`config.mk`:
```
export PLATFORM = sky130hd
export DESIGN_NAME = flash_sector_guard
export DESIGN_NICKNAME = d
export VERILOG_FILES = /design/src/rtl/flash_guard_pkg.sv /design/src/rtl/fg_ctrl.sv /design/src/rtl/fg_datapath.sv /design/src/rtl/flash_sector_guard.sv
export SDC_FILE = /design/constraint.sdc
export NUM_CORES = 1
export LEC_CHECK = 0
export BUFFER_PORTS_ARGS = -buffer_cell sky130_fd_sc_hd__clkbuf_2
export CAP_MARGIN = 20
export CORE_MARGIN = 1
export CORE_UTILIZATION = 50
export CTS_CLUSTER_SIZE = 40
export DETAILED_ROUTE_END_ITERATION = 8
export PLACE_DENSITY = 0.88
export SLEW_MARGIN = 5
export SYNTH_ARGS = -nofsm -noshare
export SYNTH_HDL_FRONTEND = slang
export SYNTH_SLANG_ARGS = --single-unit
```
`constraint.sdc`:
```
create_clock -name clk -period 5.57 [get_ports clk]
set_clock_uncertainty 0.15 [all_clocks]
set_input_delay 1.114 -clock clk [delete_from_list [all_inputs] [get_ports clk]]
set_output_delay 1.114 -clock clk [all_outputs]
set_load 0.01 [all_outputs]
```
`src/rtl/flash_guard_pkg.sv`:
```
package flash_guard_pkg;

  typedef enum logic [1:0] {
    OP_READ  = 2'b00,
    OP_PROG  = 2'b01,
    OP_ERASE = 2'b10,
    OP_RSVD  = 2'b11
  } flashOp_t;

  typedef enum logic [1:0] {
    ST_IDLE = 2'b00,
    ST_BUSY = 2'b01,
    ST_ACK  = 2'b10
  } guardState_t;

  // strobes from control to datapath
  typedef struct packed {
    logic takeTrust;
    logic takeHost;
    logic refuseHost;
  } guardStrobe_t;

endpackage

```
`src/rtl/fg_ctrl.sv`:
```
module fg_ctrl
  import flash_guard_pkg::*;
(
  input  logic         clk,
  input  logic         rstN,
  input  logic         hostReq,
  input  logic         trustReq,
  input  logic         hostBlocked,
  input  logic         dnDone,
  output guardStrobe_t strb,
  output logic         dnValid,
  output logic         hostAck,
  output logic         hostErr,
  output logic         trustAck
);

  guardState_t stateQ, stateD;
  logic ownerTrustQ, ownerTrustD;
  logic errQ, errD;

  always_comb begin
    stateD      = stateQ;
    ownerTrustD = ownerTrustQ;
    errD        = errQ;
    strb        = '0;
    unique case (stateQ)
      ST_IDLE: begin
        if (trustReq) begin
          strb.takeTrust = 1'b1;
          ownerTrustD    = 1'b1;
          errD           = 1'b0;
          stateD         = ST_BUSY;
        end else if (hostReq) begin
          ownerTrustD = 1'b0;
          if (hostBlocked) begin
            strb.refuseHost = 1'b1;
            errD            = 1'b1;
            stateD          = ST_ACK;
          end else begin
            strb.takeHost = 1'b1;
            errD          = 1'b0;
            stateD        = ST_BUSY;
          end
        end
      end
      ST_BUSY: begin
        if (dnDone) stateD = ST_ACK;
      end
      ST_ACK:  stateD = ST_IDLE;
      default: stateD = ST_IDLE;
    endcase
  end

  always_ff @(posedge clk) begin
    if (!rstN) begin
      stateQ      <= ST_IDLE;
      ownerTrustQ <= 1'b0;
      errQ        <= 1'b0;
    end else begin
      stateQ      <= stateD;
      ownerTrustQ <= ownerTrustD;
      errQ        <= errD;
    end
  end

  assign dnValid  = (stateQ == ST_BUSY);
  assign hostAck  = (stateQ == ST_ACK) && !ownerTrustQ;
  assign trustAck = (stateQ == ST_ACK) && ownerTrustQ;
  assign hostErr  = hostAck && errQ;

  AST_ACK_EXCLUSIVE: assert property (@(posedge clk) disable iff (!rstN)
    !(hostAck && trustAck));
  AST_ERR_NEEDS_ACK: assert property (@(posedge clk) disable iff (!rstN)
    hostErr |-> hostAck);
  AST_HOLD_UNTIL_DONE: assert property (@(posedge clk) disable iff (!rstN)
    (dnValid && !dnDone) |=> dnValid);
  AST_DONE_ACKS: assert property (@(posedge clk) disable iff (!rstN)
    (dnValid && dnDone) |=> ((hostAck || trustAck) && !dnValid));
  AST_TRUST_FIRST: assert property (@(posedge clk) disable iff (!rstN)
    (stateQ == ST_IDLE && trustReq) |=> (dnValid && ownerTrustQ));

endmodule

```
`src/rtl/fg_datapath.sv`:
```
module fg_datapath
  import flash_guard_pkg::*;
#(
  parameter int ADDR_W      = 16,
  parameter int NUM_SECTORS = 16
) (
  input  logic                   clk,
  input  logic                   rstN,
  input  guardStrobe_t           strb,
  input  logic [1:0]             hostOp,
  input  logic [ADDR_W-1:0]      hostAddr,
  input  logic [1:0]             trustOp,
  input  logic [ADDR_W-1:0]      trustAddr,
  input  logic                   lockWe,
  input  logic [NUM_SECTORS-1:0] lockSetMask,
  output logic                   hostBlocked,
  output logic [NUM_SECTORS-1:0] lockState,
  output logic                   violFlag,
  output logic [ADDR_W-1:0]      violAddr,
  output logic [1:0]             dnOp,
  output logic [ADDR_W-1:0]      dnAddr,
  output logic                   dnFromTrust
);

  localparam int IDX_W = $clog2(NUM_SECTORS);

  logic [NUM_SECTORS-1:0] lockQ;
  logic [IDX_W-1:0]       hostSector;
  logic                   hostModifies;

  // one set-only bit per sector
  for (genvar s = 0; s < NUM_SECTORS; s++) begin : g_lock
    always_ff @(posedge clk) begin
      if (!rstN)                        lockQ[s] <= 1'b0;
      else if (lockWe && lockSetMask[s]) lockQ[s] <= 1'b1;
    end
  end

  assign hostSector   = hostAddr[ADDR_W-1 -: IDX_W];
  assign hostModifies = (hostOp != OP_READ);
  assign hostBlocked  = hostModifies && lockQ[hostSector];
  assign lockState    = lockQ;

  // command register toward downstream
  always_ff @(posedge clk) begin
    if (!rstN) begin
      dnOp        <= OP_READ;
      dnAddr      <= '0;
      dnFromTrust <= 1'b0;
    end else if (strb.takeTrust) begin
      dnOp        <= trustOp;
      dnAddr      <= trustAddr;
      dnFromTrust <= 1'b1;
    end else if (strb.takeHost) begin
      dnOp        <= hostOp;
      dnAddr      <= hostAddr;
      dnFromTrust <= 1'b0;
    end
  end

  // first refused address, sticky
  always_ff @(posedge clk) begin
    if (!rstN) begin
      violFlag <= 1'b0;
      violAddr <= '0;
    end else if (strb.refuseHost && !violFlag) begin
      violFlag <= 1'b1;
      violAddr <= hostAddr;
    end
  end

  AST_LOCK_SET_ONLY: assert property (@(posedge clk) disable iff (!rstN)
    ($past(lockQ) & ~lockQ) == '0);
  AST_VIOL_STICKY: assert property (@(posedge clk) disable iff (!rstN)
    $past(violFlag) |-> (violFlag && $stable(violAddr)));
  AST_STROBE_ONEHOT: assert property (@(posedge clk) disable iff (!rstN)
    $onehot0({strb.takeTrust, strb.takeHost, strb.refuseHost}));

endmodule

```
`src/rtl/flash_sector_guard.sv`:
```
module flash_sector_guard
  import flash_guard_pkg::*;
#(
  parameter int ADDR_W      = 16,
  parameter int NUM_SECTORS = 16
) (
  input  logic                   clk,
  input  logic                   rstN,
  input  logic                   hostReq,
  input  logic [1:0]             hostOp,
  input  logic [ADDR_W-1:0]      hostAddr,
  output logic                   hostAck,
  output logic                   hostErr,
  input  logic                   trustReq,
  input  logic [1:0]             trustOp,
  input  logic [ADDR_W-1:0]      trustAddr,
  output logic                   trustAck,
  input  logic                   lockWe,
  input  logic [NUM_SECTORS-1:0] lockSetMask,
  output logic [NUM_SECTORS-1:0] lockState,
  output logic                   violFlag,
  output logic [ADDR_W-1:0]      violAddr,
  output logic                   dnValid,
  output logic [1:0]             dnOp,
  output logic [ADDR_W-1:0]      dnAddr,
  output logic                   dnFromTrust,
  input  logic                   dnDone
);

  localparam int IDX_W = $clog2(NUM_SECTORS);

  guardStrobe_t strb;
  logic         hostBlocked;
  logic [IDX_W-1:0] dnSector;

  fg_ctrl u_ctrl (
    .clk         (clk),
    .rstN        (rstN),
    .hostReq     (hostReq),
    .trustReq    (trustReq),
    .hostBlocked (hostBlocked),
    .dnDone      (dnDone),
    .strb        (strb),
    .dnValid     (dnValid),
    .hostAck     (hostAck),
    .hostErr     (hostErr),
    .trustAck    (trustAck)
  );

  fg_datapath #(
    .ADDR_W      (ADDR_W),
    .NUM_SECTORS (NUM_SECTORS)
  ) u_dp (
    .clk         (clk),
    .rstN        (rstN),
    .strb        (strb),
    .hostOp      (hostOp),
    .hostAddr    (hostAddr),
    .trustOp     (trustOp),
    .trustAddr   (trustAddr),
    .lockWe      (lockWe),
    .lockSetMask (lockSetMask),
    .hostBlocked (hostBlocked),
    .lockState   (lockState),
    .violFlag    (violFlag),
    .violAddr    (violAddr),
    .dnOp        (dnOp),
    .dnAddr      (dnAddr),
    .dnFromTrust (dnFromTrust)
  );

  assign dnSector = dnAddr[ADDR_W-1 -: IDX_W];

  AST_NO_LOCKED_HOST_WRITE: assert property (@(posedge clk) disable iff (!rstN)
    ($rose(dnValid) && !dnFromTrust && dnOp != OP_READ)
      |-> (($past(lockState) & (NUM_SECTORS'(1) << dnSector)) == '0));
  AST_CMD_STABLE: assert property (@(posedge clk) disable iff (!rstN)
    (dnValid && !dnDone) |=> ($stable(dnAddr) && $stable(dnOp) && $stable(dnFromTrust)));

endmodule

```
---- Word-level counts from Yosys, hierarchy flattened ----
Cells that the tools add are included.
word-level totals
  register bits ........................... 56
  input bits .............................. 58
  output and inout port bits .............. 56
  word-level logic and storage cells ...... 81
operators by class
  $lt $le $gt $ge ......................... 1
  equality and inequality tests ........... 4
  muxes and demuxes ....................... 23
  reduce and logical (&&, ||, !) cells .... 29
operators with widths
  operator                                                                 count
  16-bit two-way mux                                                       2
  1-bit logical AND                                                        21
  2-bit two-way mux                                                        8
  1-bit two-way mux                                                        10
  2-bit nonzero test                                                       3
  4-bit by 5-bit < comparator with 1-bit output, second input constant     1
  1-bit binary-select mux with 4-bit select                                1
  2-bit one-hot mux with 2 select lines                                    1
  2-bit AND reduction                                                      2
  3-bit two-way mux                                                        1
  3-bit inequality test, second input constant                             1
  2-bit by 1-bit equality test with 1-bit output, second input constant    1
  2-bit equality test, second input constant                               1
  1-bit logical NOT                                                        2
  2-bit logical NOT                                                        1
  2-bit by 1-bit inequality test with 1-bit output, second input constant  1

---- Longest topological paths before layout ----
Gate-level depths: netlist of the first run.
  depth in word-level cells ............... 9
  depth in mapped cells ................... 8
  gate-level depth less buffers ........... 5

---- Modules after synthesis ----
From an unflattened synthesis of the first run, not the netlist that was laid out.
second synthesis, totals
  cells, all modules ...................... 270
  area total of the unflattened synthesis .. 2,438.6 µm²
by module, submodules not included
  module       times used  cells each  area each (µm²)  sequential area each (µm²)
  fg_datapath  1           242         2,173.3          1,041.0
  fg_ctrl      1           28          265.3            80.1

---- Worst setup path after synthesis of the first run ----
No wires, ideal clock.
  path type ............................... input -> register
  start ................................... input hostAddr[12]
  end ..................................... register u_dp.violAddr[0]
  library setup time ...................... 0.072 ns
  arrival time ............................ 2.427 ns
  data required time ...................... 5.348 ns
  slack ................................... 2.922 ns
  stages .................................. 7
  path buffers ............................ 2
  path through ............................ buf_6 > mux2i_1 > a221oi_2 > a22oi_1 > nor2_4 > buf_8 > mux2i_1
on the way
  word-level cells in the longest chain between the ends .. 8
ends and longest elaborated chain
  what                                       RTL line                  text
  start, declared                            flash_sector_guard.sv:11  input logic [ADDR_W-1:0] hostAddr,
  1-bit binary-select mux with 4-bit select  fg_datapath.sv:41         assign hostBlocked = hostModifies && lockQ[hostSector];
  1-bit two-way mux (not written as such)    fg_datapath.sv:41
  1-bit logical AND                          fg_datapath.sv:41
  1-bit two-way mux                          fg_ctrl.sv:35             if (hostBlocked) begin
  2-bit two-way mux                          fg_ctrl.sv:33             end else if (hostReq) begin
  2-bit two-way mux                          fg_ctrl.sv:28             if (trustReq) begin
  3-bit two-way mux                          fg_ctrl.sv:26             unique case (stateQ)
  1-bit logical AND                          fg_datapath.sv:66         end else if (strb.refuseHost && !violFlag) begin
  end signal, assigned                       fg_datapath.sv:68         violAddr <= hostAddr;
  end, declared                              fg_datapath.sv:19         output logic [ADDR_W-1:0] violAddr,
No other way between the ends. The select of a mux whose other input is x is not followed.
A chain may end at the register's enable or synchronous reset.

---- Final worst setup path of the first run ----
  start ................................... input hostAddr[12]
  end ..................................... register u_dp.dnAddr[0]
on the way
  word-level cells in the longest chain between the ends .. 8
ends and longest elaborated chain
  what                                       RTL line           text
  1-bit binary-select mux with 4-bit select  fg_datapath.sv:41
  1-bit two-way mux (not written as such)    fg_datapath.sv:41
  1-bit logical AND                          fg_datapath.sv:41
  1-bit two-way mux                          fg_ctrl.sv:35
  2-bit two-way mux                          fg_ctrl.sv:33
  2-bit two-way mux                          fg_ctrl.sv:28
  3-bit two-way mux                          fg_ctrl.sv:26
  2-bit nonzero test (no line)               n/a
  end signal, assigned                       fg_datapath.sv:52  dnAddr <= trustAddr;
  end signal, assigned                       fg_datapath.sv:56  dnAddr <= hostAddr;
  end, declared                              fg_datapath.sv:21  output logic [ADDR_W-1:0] dnAddr,
No other way between the ends. The select of a mux whose other input is x is not followed.

==> flow_summary.toml, run 1 <==
[place]
place_area_um2 = 3100
dp_hpwl_um = 4470
numPortBuffers = 113
gp_congestion = 0.812
dp.cells = 419

[layout]
stdcell_count = 429
final_area_um2 = 3250
final_common_cell = "clkbuf_2"
syn_to_final_growth_pct = 27.2
drive_gt1_share_pct = 41.2
fin_nets = 419
final_cell_mix = "clkbuf_2, dfxtp_1, mux2i_1"
fill_cells = 398
diodes = 0

[run]
max-cap-violations = 0

[route]
wl_per_cell_um = 14.4
first_pass_iters = 4
drc_errors = 0
ant_nets = 0
drtIter0Drc = 108
via_count = 2292
wl_um = 6160
routed_via_density = 5.34

[global_route]
grt_max_degree = 39
antenna_found_initial = 0
track_usage_pct = 22.3
first_global_vias = 2043
grt_pass1_wl_um = 9250
grt-ovfl-total = 0

[timing]
hold_viol = 0
holdWs_ns = 0.316
rsz0062_at_grt = "no"
fmax_mhz = 308
max_slew_margin_pct = 37.0
fin_setup_tns_ns = 0
finalCriticalPeriod_ns = 3.25
maxSlewViolCount = 0
tightestPinTransition_ns = 0.944
setup_violations = 0
fin_crit_sh_pct = 58.3

[hold_path]
min_from = "u_dp.violAddr[14]"
min_path_type = "reg -> reg"
holdPathEnd = "u_dp.violAddr[14]"
whs_path_depth = 2

[setup_path]
worst_r2r_startpoint = "u_dp.lockState[15]"
r2r_slack_ns = 3.06
crit_chain = "clkbuf_2 > mux2i_1 > a221oi_2 > nand3_2 > a21oi_1 > a311oi_2"
max_stage_delay_ns = 0.78
cp-start-kind = "input pin"
cp_slowest_cell = "nand3_2"
critPathMaxFanout = 38
r2r_end = "u_dp.dnAddr[0]"
setup.worst_path.class = "in -> reg"
cp_data_required_time_ns = 5.56
worstPathArrival_ns = 3.24
r2r_cells = 5
crit_path_end_kind = "flop"

[yosys]
synth_top_area_share_pct = 43.9
netlist_area_um2 = 2550
synthDistinctLibCells = 32
syn_nets = 318
seq_area_frac_synth_pct = 43.9
avgSynthCellArea_um2 = 9.81
synth_top_area_cell = "dfxtp_1"
synth_area_leaders = "dfxtp_1, mux2i_1, a311oi_2, a21oi_1, nand2_1"
syn_inst = 260
ys_ff_latch = 56
ys_warn_count = 0

[cts]
cts.sinks = 56
clockRootBuffer = "clkbuf_8"
clock_path_buffers = 2
ctsResizeCount = 0
h-tree-depth = 2
cts_buffers = 5
cts_tree = "built"
clk_latency_ns = 0.30
cts_hold_buf = 0
post-cts-setup-buffers = 0
clkSlewWorstSetupHoldPaths_ns = 0.09

[power_and_ir_drop]
seqPwrFrac_pct = 47.8
p_sw_mw = 0.282
finalPower_mw = 0.956
p_per_area_nw_per_um2 = 294
swShare_pct = 29.5
p_clk_share_pct = 27.5
leakage_nw = 1.45
power_frac_comb_pct = 24.7
intPower_mw = 0.674
ir_worst_vdd_uv = 169

[die]
die_area_um2 = 5390
die_x_um = 73.4
rows = 25
initial_core_util_pct = 53.0
die_y_um = 73.4
io_pins = 114
core_um2 = 4820

[run_status]
run_status = "finished clean"
==> cells in the mapped netlist (all sizes together) <==
library cell / number
a2bb2oi: 1
o21a: 3
buf: 10
a21boi: 1
nand3: 2
nor3b: 1
a31oi: 1
inv: 2
a22oi: 3
nor3: 2
o21ba: 1
a311oi: 18
nor2: 21
o21ai: 2
dfxtp: 56
a221oi: 2
and2: 4
nand2: 33
nand3b: 1
clkbuf: 12
nand2b: 1
or2: 1
and3b: 1
mux2i: 41
a21oi: 37
nor2b: 3
==> metrics by stage <==
step	setup WS [ns]	utilization (%)
finish	2.32	67.4
global route	2.14	67.4
CTS	2.30	66.6
detailed placement	1.95	64.4
global placement	2.13	64.4
floorplan	2.92	-
==> worst max-delay path, delay by kind of cell <==
| kind | cells | cell delay, ns |
|---|---|---|
| mux | 1 | 0.14 |
| buf+inv | 1 | 0.25 |
| simple gates | 1 | 0.78 |
| compound gates | 3 | 0.92 |
==> final cells by class <==
type	instances	area (um2)	share of cell area, %
Clock buffer	6	72.6	2.24
Tap cell	67	83.8	2.58
Inverter	2	7.51	0.231
Clock inverter	2	35.0	1.08
Sequential cell	56	1120	34.5
Multi-Input combinational cell	180	1320	40.6
Timing Repair Buffer	116	608	18.7
==> logic make-up (layout without fill, tap and decap cells) <==
group,after synthesis,count (layout),synth area share (%)
multiplexers,41,41,16.1
buffers and inverters,24,126,5.20
AND/OR/NAND/NOR,70,70,12.2
flip-flops,56,56,43.9
AO/OA/AOI/OAI,69,69,22.6
==> worst max-delay path by stage <==
| stage | startpoint | to | slack [ns] |
|---|---|---|---|
| 6_report | hostAddr[12] | u_dp.dnAddr[0] | 2.32 |
| 5_1_grt | hostAddr[12] | u_dp.dnAddr[8] | 2.14 |
| 4_1_cts | hostAddr[12] | u_dp.dnAddr[8] | 2.30 |
| 3_5_place_dp | hostAddr[12] | u_dp.dnAddr[8] | 1.95 |
| 2_1_floorplan | hostAddr[12] | u_dp.violAddr[0] | 2.92 |
| 3_3_place_gp | hostAddr[12] | u_dp.dnOp[1] | 2.13 |
==> power by group through the flow <==
stage          registers (mW)  logic [mW]  clock network (mW)
2_1_floorplan           0.478       0.141                   0
3_3_place_gp            0.465       0.220                   0
3_5_place_dp            0.465       0.229                   0
4_1_cts                 0.456       0.229               0.267
5_1_grt                 0.461       0.257               0.277
6_report                0.457       0.236               0.262
==> routing by layer <==
layer	global-route usage [%]	vias to the layer above	share of wire (%)
met5	0	-	0
met4	7.91	0	1.6
met3	6.17	11	5.7
met2	37.0	86	49
met1	27.6	1062	43
li1	-	1133	-
==> registers in the layout, indices dropped and copies added, names as in the netlist <==
register / count
u_ctrl.stateQ: 2
u_dp.dnOp: 2
u_dp.dnAddr: 16
u_dp.dnFromTrust: 1
u_ctrl.ownerTrustQ: 1
u_ctrl.errQ: 1
u_dp.violFlag: 1
u_dp.violAddr: 16
u_dp.lockState: 16
Note: power is estimated with default switching activity, not from simulation.
==> run 2, diff against run 1 <==
Settings changed: CORE_UTILIZATION 50 to 42, PLACE_DENSITY 0.88 to 0.79.
Clock period 5.57 ns to 2.9 ns, I/O delays scaled along.
==> run 2 against run 1 <==
- setup slack worse by 1.7 ns
- global-route usage is 2.9 points lower
- critical path type unchanged
- first-iteration DRC count decreased by 36%
- cell count rose by 2.8%
- largest power group unchanged
- utilization decreased by 12 points
- register-to-register slack worse by 2.3 ns
- sequential power increased by 92%
- power is 85% higher
- clock power increased by 69%
- die area is 19% higher
- non-clock buffer count is 4 higher
==> flow_summary.toml, run 2 (synthesis results as in run 1) <==
[run_status]
run_status = "finished clean"

[timing]
fin_setup_tns_ns = 0
maxSlewViolCount = 0
fin_crit_sh_pct = 77.9
setup_violations = 0
max_slew_margin_pct = 60.0
setup_slack_ns = 0.642
fmax_mhz = 443
hold_viol = 0
finalCriticalPeriod_ns = 2.26
rsz0062_at_grt = "no"
holdWs_ns = 0.313
tightestPinTransition_ns = 0.599

[global_route]
first_global_vias = 2110
grt_max_degree = 39
antenna_found_initial = 0
track_usage_pct = 19.3
grt_pass1_wl_um = 9670
grt-ovfl-total = 0

[run]
max-cap-violations = 0

[setup_path]
crit_path_end_kind = "flop"
cp_data_required_time_ns = 2.97
setup.worst_path.class = "in -> reg"
r2r_end = "u_dp.dnAddr[15]"
worst_r2r_startpoint = "u_ctrl.stateQ[0]"
cp-start-kind = "input pin"
worstPathArrival_ns = 2.33
critPathMaxFanout = 38
r2r_cells = 6
r2r_slack_ns = 0.77

[layout]
syn_to_final_growth_pct = 28.5
fill_cells = 553
regArea_um2 = 1120
fin_nets = 423
multi_input_area_um2 = 1320
final_cell_mix = "clkbuf_2, dfxtp_1, mux2i_1"
diodes = 0
final_common_cell = "clkbuf_2"
drive_gt1_share_pct = 42.1

[route]
ant_nets = 0
routed_via_density = 5.20
wl_per_cell_um = 13.5
via_count = 2291
wl_um = 5970
drc_errors = 0
drtIter0Drc = 69
first_pass_iters = 4

[power_and_ir_drop]
p_per_area_nw_per_um2 = 539
leakage_nw = 1.46
p_sw_mw = 0.554
swShare_pct = 31.4
p_clk_share_pct = 25.1
power_frac_comb_pct = 25.2
ir_worst_vdd_uv = 278
finalPower_mw = 1.77
intPower_mw = 1.21
seqPwrFrac_pct = 49.6

[place]
gp_congestion = 0.754
dp_worst_setup_slack_ns = 0.333
numPortBuffers = 113
dp_hpwl_um = 4410

[cts]
ctsResizeCount = 0
clk_latency_ns = 0.31
cts_tree = "built"
h-tree-depth = 2
clockRootBuffer = "clkbuf_8"
clkSlewWorstSetupHoldPaths_ns = 0.10
clock_path_buffers = 2
cts_hold_buf = 0
cts.sinks = 56
post-cts-setup-buffers = 0
cts_buffers = 5

[die]
die_area_um2 = 6390
core_um2 = 5890
die_x_um = 79.9
die_y_um = 79.9
io_pins = 114
rows = 28
initial_core_util_pct = 43.3

[hold_path]
min_path_type = "reg -> reg"
holdPathEnd = "u_dp.violAddr[14]"
min_from = "u_dp.violAddr[14]"
whs_path_depth = 2
## run 2: worst max-delay path: stages
cell	delay [ns]
clkbuf_2	0.26
mux2i_1	0.30
a221oi_2	0.13
a31oi_4	0.18
buf_4	0.43
a21oi_1	0.16
a311oi_2	0.26
## run 2: cell type report
cell class,count,area share (%)
multi-input cells,180,40.2
repair buffers,120,19.6
well taps,75,2.86
flip-flops and latches,56,34.2
inverters,2,0.229
clock buffers,5,2.10
clock inverters,3,0.839
## run 2: how the worst max path moves through the flow
stage,from,end,slack (ns),cells past startpoint
6_report,hostAddr[12],u_dp.dnAddr[15],0.64,7
2_1_floorplan,hostAddr[12],u_dp.violAddr[0],0.79,7
3_5_place_dp,hostAddr[12],u_dp.dnAddr[3],0.33,7
3_3_place_gp,hostAddr[12],u_dp.dnAddr[6],0.41,7
5_1_grt,hostAddr[12],u_dp.dnAddr[9],0.53,7
4_1_cts,hostAddr[12],u_dp.dnAddr[15],0.66,7
## run 2: power by group through the flow
stage	Combinational (mW)	Sequential, mW	Clock, mW
floorplan	0.270	0.918	0
global placement	0.436	0.894	0
detailed placement	0.450	0.895	0
CTS	0.451	0.878	0.460
global route	0.488	0.886	0.494
finish	0.446	0.877	0.444
## run 2: layer usage
metal	part of all wire (%)	track usage [%]
met1	45	23.6
met2	48	33.8
met3	6.9	5.14
met4	0.57	4.46
met5	0	0
## run 2: stage by stage
step | util [%] | cells | cell area, um2
2_1_floorplan | - | 260 | 2550
3_3_place_gp | 54.1 | 433 | 3180
3_5_place_dp | 54.1 | 433 | 3180
4_1_cts | 55.7 | 441 | 3280
5_1_grt | 55.7 | 441 | 3280
6_report | 55.7 | 441 | 3280
